`src/rtl/rrb_pkg.sv`:
```
package rrb_pkg;
  localparam int unsigned RRB_DEPTH_DEF  = 8;
  localparam int unsigned RRB_AREG_W_DEF = 5;
  localparam int unsigned RRB_DATA_W_DEF = 32;

  typedef enum logic [1:0] {
    SLOT_IDLE  = 2'd0,
    SLOT_WAIT  = 2'd1,
    SLOT_DONE  = 2'd2,
    SLOT_FAULT = 2'd3
  } slot_state_e;
endpackage

```
`src/rtl/rrb_ptr.sv`:
```
module rrb_ptr #(
  parameter int unsigned W = 4
) (
  input  logic         clk_i,
  input  logic         rst_ni,
  input  logic         inc_i,
  input  logic         load_i,
  input  logic [W-1:0] load_val_i,
  output logic [W-1:0] ptr_o
);
  always_ff @(posedge clk_i or negedge rst_ni) begin
    if (!rst_ni)     ptr_o <= '0;
    else if (load_i) ptr_o <= load_val_i;
    else if (inc_i)  ptr_o <= ptr_o + 1'b1;
  end
endmodule

```
`src/rtl/rrb_slot.sv`:
```
module rrb_slot
  import rrb_pkg::*;
#(
  parameter int unsigned AREG_W = 5,
  parameter int unsigned DATA_W = 32
) (
  input  logic              clk_i,
  input  logic              rst_ni,
  input  logic              alloc_i,
  input  logic [AREG_W-1:0] alloc_dst_i,
  input  logic              cmpl_i,
  input  logic [DATA_W-1:0] cmpl_data_i,
  input  logic              cmpl_exc_i,
  input  logic              free_i,
  output slot_state_e       state_o,
  output logic [AREG_W-1:0] dst_o,
  output logic [DATA_W-1:0] data_o
);
  logic take_result;
  assign take_result = cmpl_i && (state_o == SLOT_WAIT);

  always_ff @(posedge clk_i or negedge rst_ni) begin
    if (!rst_ni) begin
      state_o <= SLOT_IDLE;
      dst_o   <= '0;
      data_o  <= '0;
    end else if (free_i) begin
      state_o <= SLOT_IDLE;
    end else if (alloc_i) begin
      state_o <= SLOT_WAIT;
      dst_o   <= alloc_dst_i;
    end else if (take_result) begin
      state_o <= cmpl_exc_i ? SLOT_FAULT : SLOT_DONE;
      data_o  <= cmpl_data_i;
    end
  end


  alloc_into_idle_chk: assert property (@(posedge clk_i) disable iff (!rst_ni)
    alloc_i |-> (state_o == SLOT_IDLE));


  cmpl_marks_done_chk: assert property (@(posedge clk_i) disable iff (!rst_ni)
    (cmpl_i && state_o == SLOT_WAIT && !free_i) |=>
      (state_o == SLOT_DONE || state_o == SLOT_FAULT));


  stale_cmpl_ignored_chk: assert property (@(posedge clk_i) disable iff (!rst_ni)
    (cmpl_i && state_o == SLOT_IDLE && !alloc_i) |=> (state_o == SLOT_IDLE));
endmodule

```
`src/rtl/reorder_retire_buf.sv`:
```
module reorder_retire_buf
  import rrb_pkg::*;
#(
  parameter int unsigned DEPTH  = RRB_DEPTH_DEF,
  parameter int unsigned AREG_W = RRB_AREG_W_DEF,
  parameter int unsigned DATA_W = RRB_DATA_W_DEF,
  localparam int unsigned TAG_W = $clog2(DEPTH),
  localparam int unsigned PTR_W = TAG_W + 1
) (
  input  logic              clk_i,
  input  logic              rst_ni,
  input  logic              alloc_valid_i,
  input  logic [AREG_W-1:0] alloc_dst_i,
  output logic              alloc_ready_o,
  output logic [TAG_W-1:0]  alloc_tag_o,
  input  logic              cmpl_valid_i,
  input  logic [TAG_W-1:0]  cmpl_tag_i,
  input  logic [DATA_W-1:0] cmpl_data_i,
  input  logic              cmpl_exc_i,
  output logic              spec_wr_o,
  output logic [AREG_W-1:0] spec_dst_o,
  output logic [DATA_W-1:0] spec_data_o,
  output logic              retire_valid_o,
  output logic [TAG_W-1:0]  retire_tag_o,
  output logic [AREG_W-1:0] retire_dst_o,
  output logic [DATA_W-1:0] retire_data_o,
  output logic              flush_o
);
  logic [PTR_W-1:0]  head_ptr, tail_ptr;
  logic [TAG_W-1:0]  head_idx, tail_idx;
  logic              full, alloc_fire, retire_fire, flush;
  slot_state_e       slot_st   [DEPTH];
  logic [AREG_W-1:0] slot_dst  [DEPTH];
  logic [DATA_W-1:0] slot_data [DEPTH];

  assign head_idx = head_ptr[TAG_W-1:0];
  assign tail_idx = tail_ptr[TAG_W-1:0];
  // wrap bit tells full from empty
  assign full = (head_idx == tail_idx) && (head_ptr[TAG_W] != tail_ptr[TAG_W]);

  assign flush       = (slot_st[head_idx] == SLOT_FAULT);
  assign retire_fire = (slot_st[head_idx] == SLOT_DONE);
  assign alloc_fire  = alloc_valid_i && !full && !flush;

  rrb_ptr #(.W(PTR_W)) u_head (
    .clk_i, .rst_ni,
    .inc_i     (retire_fire),
    .load_i    (1'b0),
    .load_val_i('0),
    .ptr_o     (head_ptr)
  );

  rrb_ptr #(.W(PTR_W)) u_tail (
    .clk_i, .rst_ni,
    .inc_i     (alloc_fire),
    .load_i    (flush),
    .load_val_i(head_ptr),
    .ptr_o     (tail_ptr)
  );

  for (genvar i = 0; i < DEPTH; i++) begin : g_slot
    logic hit_alloc, hit_cmpl, hit_free;
    assign hit_alloc = alloc_fire && (tail_idx == TAG_W'(i));
    assign hit_cmpl  = cmpl_valid_i && !flush && (cmpl_tag_i == TAG_W'(i));
    assign hit_free  = flush || (retire_fire && (head_idx == TAG_W'(i)));

    rrb_slot #(.AREG_W(AREG_W), .DATA_W(DATA_W)) u_slot (
      .clk_i, .rst_ni,
      .alloc_i    (hit_alloc),
      .alloc_dst_i(alloc_dst_i),
      .cmpl_i     (hit_cmpl),
      .cmpl_data_i(cmpl_data_i),
      .cmpl_exc_i (cmpl_exc_i),
      .free_i     (hit_free),
      .state_o    (slot_st[i]),
      .dst_o      (slot_dst[i]),
      .data_o     (slot_data[i])
    );
  end

  assign alloc_ready_o  = !full && !flush;
  assign alloc_tag_o    = tail_idx;

  assign spec_wr_o      = cmpl_valid_i && !flush && (slot_st[cmpl_tag_i] == SLOT_WAIT);
  assign spec_dst_o     = slot_dst[cmpl_tag_i];
  assign spec_data_o    = cmpl_data_i;

  assign retire_valid_o = retire_fire;
  assign retire_tag_o   = head_idx;
  assign retire_dst_o   = slot_dst[head_idx];
  assign retire_data_o  = slot_data[head_idx];
  assign flush_o        = flush;


  alloc_tag_step_chk: assert property (@(posedge clk_i) disable iff (!rst_ni)
    (alloc_valid_i && alloc_ready_o) |=> (alloc_tag_o == TAG_W'($past(alloc_tag_o) + 1'b1)));


  no_overflow_chk: assert property (@(posedge clk_i) disable iff (!rst_ni)
    (!alloc_ready_o && !flush_o) |=> $stable(alloc_tag_o));


  retire_order_chk: assert property (@(posedge clk_i) disable iff (!rst_ni)
    retire_valid_o |=> (retire_tag_o == TAG_W'($past(retire_tag_o) + 1'b1)));


  retire_flush_excl_chk: assert property (@(posedge clk_i) disable iff (!rst_ni)
    !(retire_valid_o && flush_o));


  flush_empties_chk: assert property (@(posedge clk_i) disable iff (!rst_ni)
    flush_o |=> (alloc_ready_o && !retire_valid_o && !flush_o));


  flush_drops_cmpl_chk: assert property (@(posedge clk_i) disable iff (!rst_ni)
    flush_o |-> !spec_wr_o);
endmodule

```
`config.mk`:
```
export PLATFORM = sky130hd
export DESIGN_NAME = reorder_retire_buf
export DESIGN_NICKNAME = d
export VERILOG_FILES = /design/src/rtl/rrb_pkg.sv /design/src/rtl/rrb_ptr.sv /design/src/rtl/rrb_slot.sv /design/src/rtl/reorder_retire_buf.sv
export SDC_FILE = /design/constraint.sdc
export NUM_CORES = 1
export LEC_CHECK = 0
export BUFFER_PORTS_ARGS = -buffer_cell sky130_fd_sc_hd__buf_2
export CORE_ASPECT_RATIO = 0.6
export CORE_MARGIN = 1
export CORE_UTILIZATION = 30
export CTS_BUF_LIST = sky130_fd_sc_hd__clkbuf_4
export DETAILED_ROUTE_END_ITERATION = 8
export RECOVER_POWER = 25
export SLEW_MARGIN = 20
export SYNTH_ARGS = -nofsm -noshare
export SYNTH_HDL_FRONTEND = slang
export SYNTH_SLANG_ARGS = --single-unit
```
`constraint.sdc`:
```
create_clock -name clk_i -period 8.02 [get_ports clk_i]
set_clock_uncertainty 0.2 [all_clocks]
set_input_delay 1.604 -clock clk_i [delete_from_list [all_inputs] [get_ports clk_i]]
set_output_delay 1.604 -clock clk_i [all_outputs]
set_load 0.02 [all_outputs]
```
==> results of run 1 <==
## final cells by class
class / instances / area [µm²] / area share [%]
Multi-Input combinational cell: 672 / 7260 / 40.4
Inverter: 11 / 41.3 / 0.230
Timing Repair Buffer: 143 / 757 / 4.21
Clock buffer: 113 / 848 / 4.72
Sequential cell: 320 / 8020 / 44.6
Clock inverter: 24 / 156 / 0.871
Tap cell: 703 / 880 / 4.90
## cells in the final DEF (no fill, tap or decap), types with 7 or more instances in the layout
cell type  count
nand2_1      127
mux4_2        87
o21ai_1        7
clkbuf_4     113
nor2_1        16
mux2_4        60
and3_1         7
mux2_2       139
ha_1          12
a21oi_1       17
buf_2        127
buf_4         13
inv_1          9
mux2_1       104
o21ai_0        7
nor3_1        14
clkinv_1      16
dfrtp_1      317
## power by group through the flow
stage	clock (mW)	combinational, mW	sequential [mW]
2_1_floorplan	0	2.44	2.63
3_5_place_dp	0	3.09	2.88
5_1_grt	1.53	3.31	2.96
3_3_place_gp	0	3.03	2.84
4_1_cts	1.45	3.10	2.85
6_report	1.38	3.06	2.86
## metal layers
metal	part of all wire [%]	routed length (µm)	up-vias	global-route usage, %
met3	4.6	1830	57	3.54
met5	0	0	-	0
met4	1.5	595	0	4.06
met2	43	17100	253	21.6
li1	-	-	4316	-
met1	51	20100	5157	22.4
## kinds of logic (layout without fill, tap and decap cells)
| group | Yosys count | count (layout) |
|---|---|---|
| AO/OA/AOI/OAI | 61 | 61 |
| XOR/XNOR | 8 | 8 |
| adder cells (fa/ha/maj) | 12 | 12 |
| buffers and inverters | 112 | 291 |
| flip-flops | 320 | 320 |
| multiplexers | 396 | 396 |
| AND/OR/NAND/NOR | 195 | 195 |
## flip-flops by register name (all words and copies together) (netlist names)
name	count
g_slot.u_slot.state_o	16
u_head.ptr_o	4
u_tail.ptr_o	4
g_slot.u_slot.data_o	256
g_slot.u_slot.dst_o	40
## how the worst max path moves through the flow
stage | to | slack, ns | startpoint
3_5_place_dp | spec_dst_o[0] | 3.05 | cmpl_tag_i[0]
5_1_grt | g_slot[1].u_slot.data_o[28] | 1.49 | rst_ni
3_3_place_gp | spec_dst_o[0] | 3.07 | cmpl_tag_i[0]
6_report | g_slot[1].u_slot.data_o[28] | 2.38 | rst_ni
2_1_floorplan | spec_dst_o[0] | 3.05 | cmpl_tag_i[0]
4_1_cts | flush_o | 2.79 | u_head.ptr_o[1]
## metrics by stage
stage | hold slack [ns] | total power [mW] | cells
after floorplan | 0.253 | 5.07 | 1104
after global placement | 0.263 | 5.87 | 1849
after detailed placement | 0.272 | 5.97 | 1849
after CTS | 0.289 | 7.40 | 1986
after global routing | 0.303 | 7.80 | 1986
final | 0.284 | 7.30 | 1986
==> impl_results.md, run 1 <==
* Status: finished with violations
* Failing checks: max-capacitance violations, max-slew violations
* Combinational Power Share at a little over two fifths
* Worst skew pair latency at 0.76 ns
* Leak at roughly 8 nW
* GRT Overall Usage at between 15 and 20%
* Synth Area per Inst at between 10 and 15 µm²
* Register area share after synthesis at 50.2%
* Initial antenna violation count at 0
* Worst path slowest cell: clkbuf_2
* Most frequent cell after synthesis: dfrtp_1
* P_int at 4.60 mW
* Synth async-reset ratio at 100%
* Hold Crit Depth at 1
* Die Width at 300 µm
* Kind of critical path: input port to async pin
* Syn_nets at approximately 1200
* CP Launch Type: input port
* Finish-stage setup viols at 0
* Core Box Area at 52500 µm²
* Sw frac at 36.9%
* Simple-gate share of the synthesized area at 5.40%
* Combinational family with the most area after synthesis: multiplexers
* Worst slew pin tran at 4.12 ns
* Hold_buf cts at 0
* Post-synthesis mux area share at 35.5%
* Slew Limit Fails at 227
* Drt total wl at 39700 µm
* CP endpoint kind: async pin
* Critical Path AT at 5.30 ns
* Finished Core Util at ~34%
* CTS tree: yes
* Cell Rows at 65
* Gr ovfl total at 0
* Synth-to-layout area growth at 12.5%
* Die area at 54200 µm²
* FF-to-FF End: g_slot[2].u_slot.data_o[0]
* Ant diodes at 0
* Setup tns final at 0 ns
* Post-route ant nets at 0
* Post-Synth Adder-Cell Area at 0.941%
* Max-slew headroom at -175%
* Synth top area share at 50.2%
* Root buf cell: clkbuf_4
* Tmin final at 5.64 ns
* Post-synthesis compound-gate area fraction at 2.97%
* Via count at ~9800
* Net count, final at 1287
* Yosys top cell by area: dfrtp_1
* Post-Synth XOR/XNOR Area at 0.439%
* Initial Util at 30.4%
* Hold crit path type: flip-flop to flip-flop
* R2R Path Start: u_head.ptr_o[0]
* Top post-synthesis cells by area: dfrtp_1 (50%), mux4_2 (12%), mux2_2 (9.8%)
* Reg power frac at 39.1%
* Chip height at around 180 µm
* Cts repair resizes at 0
* Synth unique cells at 49
* H-tree Lvls at 3
* Avg WL per Cell at 20.0 µm
* I/O pins at between 100 and 150
* FF+latch count, synth at between 300 and 400
* Critical Path RT at 7.67 ns
* Peak supply drop at between 0.15 and 0.2 mV
* RSZ-0062 raised after global routing: false
* R2R depth at 5
* WP depth at 2
* Post-synthesis cell count at 1104
* MaxCap Viol Count at 2
* First DRT Iteration DRCs at 553
* Commonest cells post-synth: dfrtp_1 (320), mux2_2 (139), nand2_1 (127), mux2_1 (104), mux4_2 (87)
* Ys flop type: dfrtp_1
* Worst reg2reg setup slack at 4.19 ns
* Synthesized cell area at roughly 16000 µm²
* Hold Violations, Final at 0
* Achievable Freq at 177 MHz
* Post-CTS setup buffers at 0
* Ys Warns at 0
* Hold path start: g_slot[4].u_slot.data_o[6]
* Fin area at 18000 µm²
* Worst Path Buf+Inv at 2
* First-pass GRT wire length at about 62000 µm
* Placed Area at 17000 µm²
* Dpl ws at roughly 3.0 ns
* Post-DP HPWL at 23800 µm
* CP max stage delay at ~2.9 ns
* DR DRC count at 0
* Top delay family on crit path: buffers and inverters
* Crit path cell chain: buf_8 > clkbuf_2
* Clock Power Share at 19.0%
* Drt pass-1 iters at 5
* Critical Path Fanout Max at 167
* Pin count of the biggest net entering global routing at 168
* Crit share post-route at between 70% and 80%
* NetSw at approximately 2.7 mW
* Worst-path clk slew at 0.06 ns
* Routed vias/inst at between 4 and 5
* Post-synth EDFFs at 0
* PwrDens at 406 nW/µm²
* CTS buffer count at 82
* Proportion of layout cells with a drive suffix above 1 at 44.6%
* Worst hold path endpoint: g_slot[4].u_slot.data_o[6]
* I/O Buffers at roughly 130
* Num Clock Sinks at 320
* Routability cong. at 0.844
* Final worst slack at 2.38 ns
* Layout fillers at approximately 5200
* Vias in the first global route at 10200
* Clock Path Buffers at 3
Note: power is estimated with default switching activity, not from simulation.
==> run 2: changes to the inputs <==
==> constraint.sdc (replaced) <==
create_clock -name clk_i -period 5.8 [get_ports clk_i]
set_clock_uncertainty 0.2 [all_clocks]
set_input_delay 1.16 -clock clk_i [delete_from_list [all_inputs] [get_ports clk_i]]
set_output_delay 1.16 -clock clk_i [all_outputs]
set_load 0.02 [all_outputs]
==> impl_results.md, run 2 (synthesis gave the netlist of run 1 again) <==
* Cts repair resizes at 0
* Net count, final at roughly 1300
* Post-route ant nets at 0
* Post-DP HPWL at 24500 µm
* Worst slew pin tran at 0.956 ns
* Crit path cell chain: mux4_2 > mux2_2 > nand3_2 > nand2_1 > nor2_1 > buf_2
* Max-slew headroom at between 30% and 40%
* DR DRC count at 0
* CP Launch Type: flip-flop
* GRT Overall Usage at 15.2%
* Multi-input combinational cell area at 7260 µm²
* I/O pins at 129
* PwrDens at 561 nW/µm²
* Critical Path RT at 4.44 ns
* Worst-path clk slew at 0.07 ns
* Slew Limit Fails at 0
* Finish-stage setup viols at 0
* Via count at 9773
* Clock Path Buffers at 3
* Core Box Area at 52500 µm²
* Sequential Area at between 8000 and 9000 µm²
* I/O Buffers at 128
* CP endpoint kind: primary output
* Layout fillers at 5236
* Drt pass-1 iters at 7
* Hold_buf cts at 0
* Met2 Track Usage GR at 21.9%
* Tot Pwr at 10.1 mW
* Die area at 54200 µm²
* Synth-to-layout area growth at 13.0%
* GRT busiest layer: met1
* Achievable Freq at 207 MHz
* Largest Register: g_slot.u_slot.data_o
* RSZ-0062 raised after global routing: false
* Gr ovfl total at 0
* Number of flip-flops in the largest register at 256
* Tmin final at 4.83 ns
* Critical Path Fanout Max at 36
* Most common cell after layout, fill and taps aside: dfrtp_1
* Top flop regs: g_slot.u_slot.data_o: 256 flops, g_slot.u_slot.dst_o: 40 flops, g_slot.u_slot.state_o: 16 flops
* Kind of critical path: flip-flop to primary output
* First-pass GRT wire length at 63600 µm
* Crit share post-route at 83.3%
* Vias in the first global route at 10400
* Post-CTS setup buffers at 0
* Status: finished clean
* Setup tns final at 0 ns
* H-tree Lvls at 3
* CTS tree: yes
* Die Width at 300 µm
* CP max stage delay at approximately 0.92 ns
* Cell Rows at 65
* Chip height at 181 µm
* Worst path slowest cell: dfrtp_4
* Initial Util at just over 30%
* Drt total wl at 39500 µm
* Pin count of the biggest net entering global routing at 156
* Root buf cell: clkbuf_4
* Proportion of layout cells with a drive suffix above 1 at 44.7%
* Leak at a little over 8 nW
* Peak supply drop at 0.221 mV
* Routability cong. at 0.829
* M1 GR Usage at 22.3%
* Avg WL per Cell at 19.9 µm
* Most frequent cells in the layout: dfrtp_1 (317), mux2_2 (139), nand2_1 (127), buf_2 (127), clkbuf_4 (111)
* MaxCap Viol Count at 0
* CTS buffer count at 79
* Hold Violations, Final at 0
* Worst skew pair latency at 0.76 ns
* First DRT Iteration DRCs at just over 600
* Num Clock Sinks at 320
* Initial antenna violation count at 0
* Grt met3 use at 3.60%
* Critical Path AT at 3.47 ns
* Routed vias/inst at 4.92
* Hold crit path type: input port to async pin
-- run 2: path summary, 6_finish.rpt --
kind	from	slack (ns)	end	cells after the start
worst min-delay path	rst_ni	0.21	g_slot[4].u_slot.data_o[9]	1
worst max register to register	u_head.ptr_o[0]	1.82	g_slot[2].u_slot.data_o[0]	6
max in group asynchronous	rst_ni	3.78	g_slot[0].u_slot.data_o[29]	2
worst max-delay path	u_head.ptr_o[0]	0.97	spec_wr_o	6
min in group clk_i	g_slot[7].u_slot.data_o[27]	0.29	g_slot[7].u_slot.data_o[27]	1
worst min register to register	g_slot[7].u_slot.data_o[27]	0.29	g_slot[7].u_slot.data_o[27]	1
-- run 2: through the flow --
| step | hold WS, ns | setup slack [ns] | cells | util, % | instance area, µm² |
|---|---|---|---|---|---|
| finish | 0.214 | 0.969 | 1987 | 34.3 | 18000 |
| global route | 0.200 | 0.647 | 1986 | 34.3 | 18000 |
| CTS | 0.183 | 0.807 | 1986 | 34.3 | 18000 |
| detailed placement | 0.274 | 1.63 | 1852 | 32.4 | 17000 |
| global placement | 0.263 | 1.59 | 1852 | 32.4 | 17000 |
| floorplan | 0.253 | 1.72 | 1104 | - | 16000 |
-- run 2: critical path, delay by kind of cell (launching register included) --
family	cells	cell delay, ns
buf+inv	1	0.24
mux	2	1.00
flops	1	0.92
simple gates	3	0.57
-- run 2: report_power, final --
part / switching, mW / internal [mW]
registers: 0.714 / 3.24
logic: 2.08 / 2.15
clock network: 0.957 / 0.976
total: 3.75 / 6.37
-- run 2: area by class of cell --
type / instances / area share, %
Antenna cell: 1 / 0.0139
Clock inverter: 23 / 0.909
Tap cell: 703 / 4.88
Inverter: 11 / 0.229
Multi-Input combinational cell: 672 / 40.3
Sequential cell: 320 / 44.5
Clock buffer: 111 / 4.62
Timing Repair Buffer: 146 / 4.63
-- run 2: routing by layer --
metal,part of all wire [%],vias to the layer above
met5,0,-
met1,49,5125
met4,1.9,0
met2,44,267
li1,-,4308
met3,4.9,73
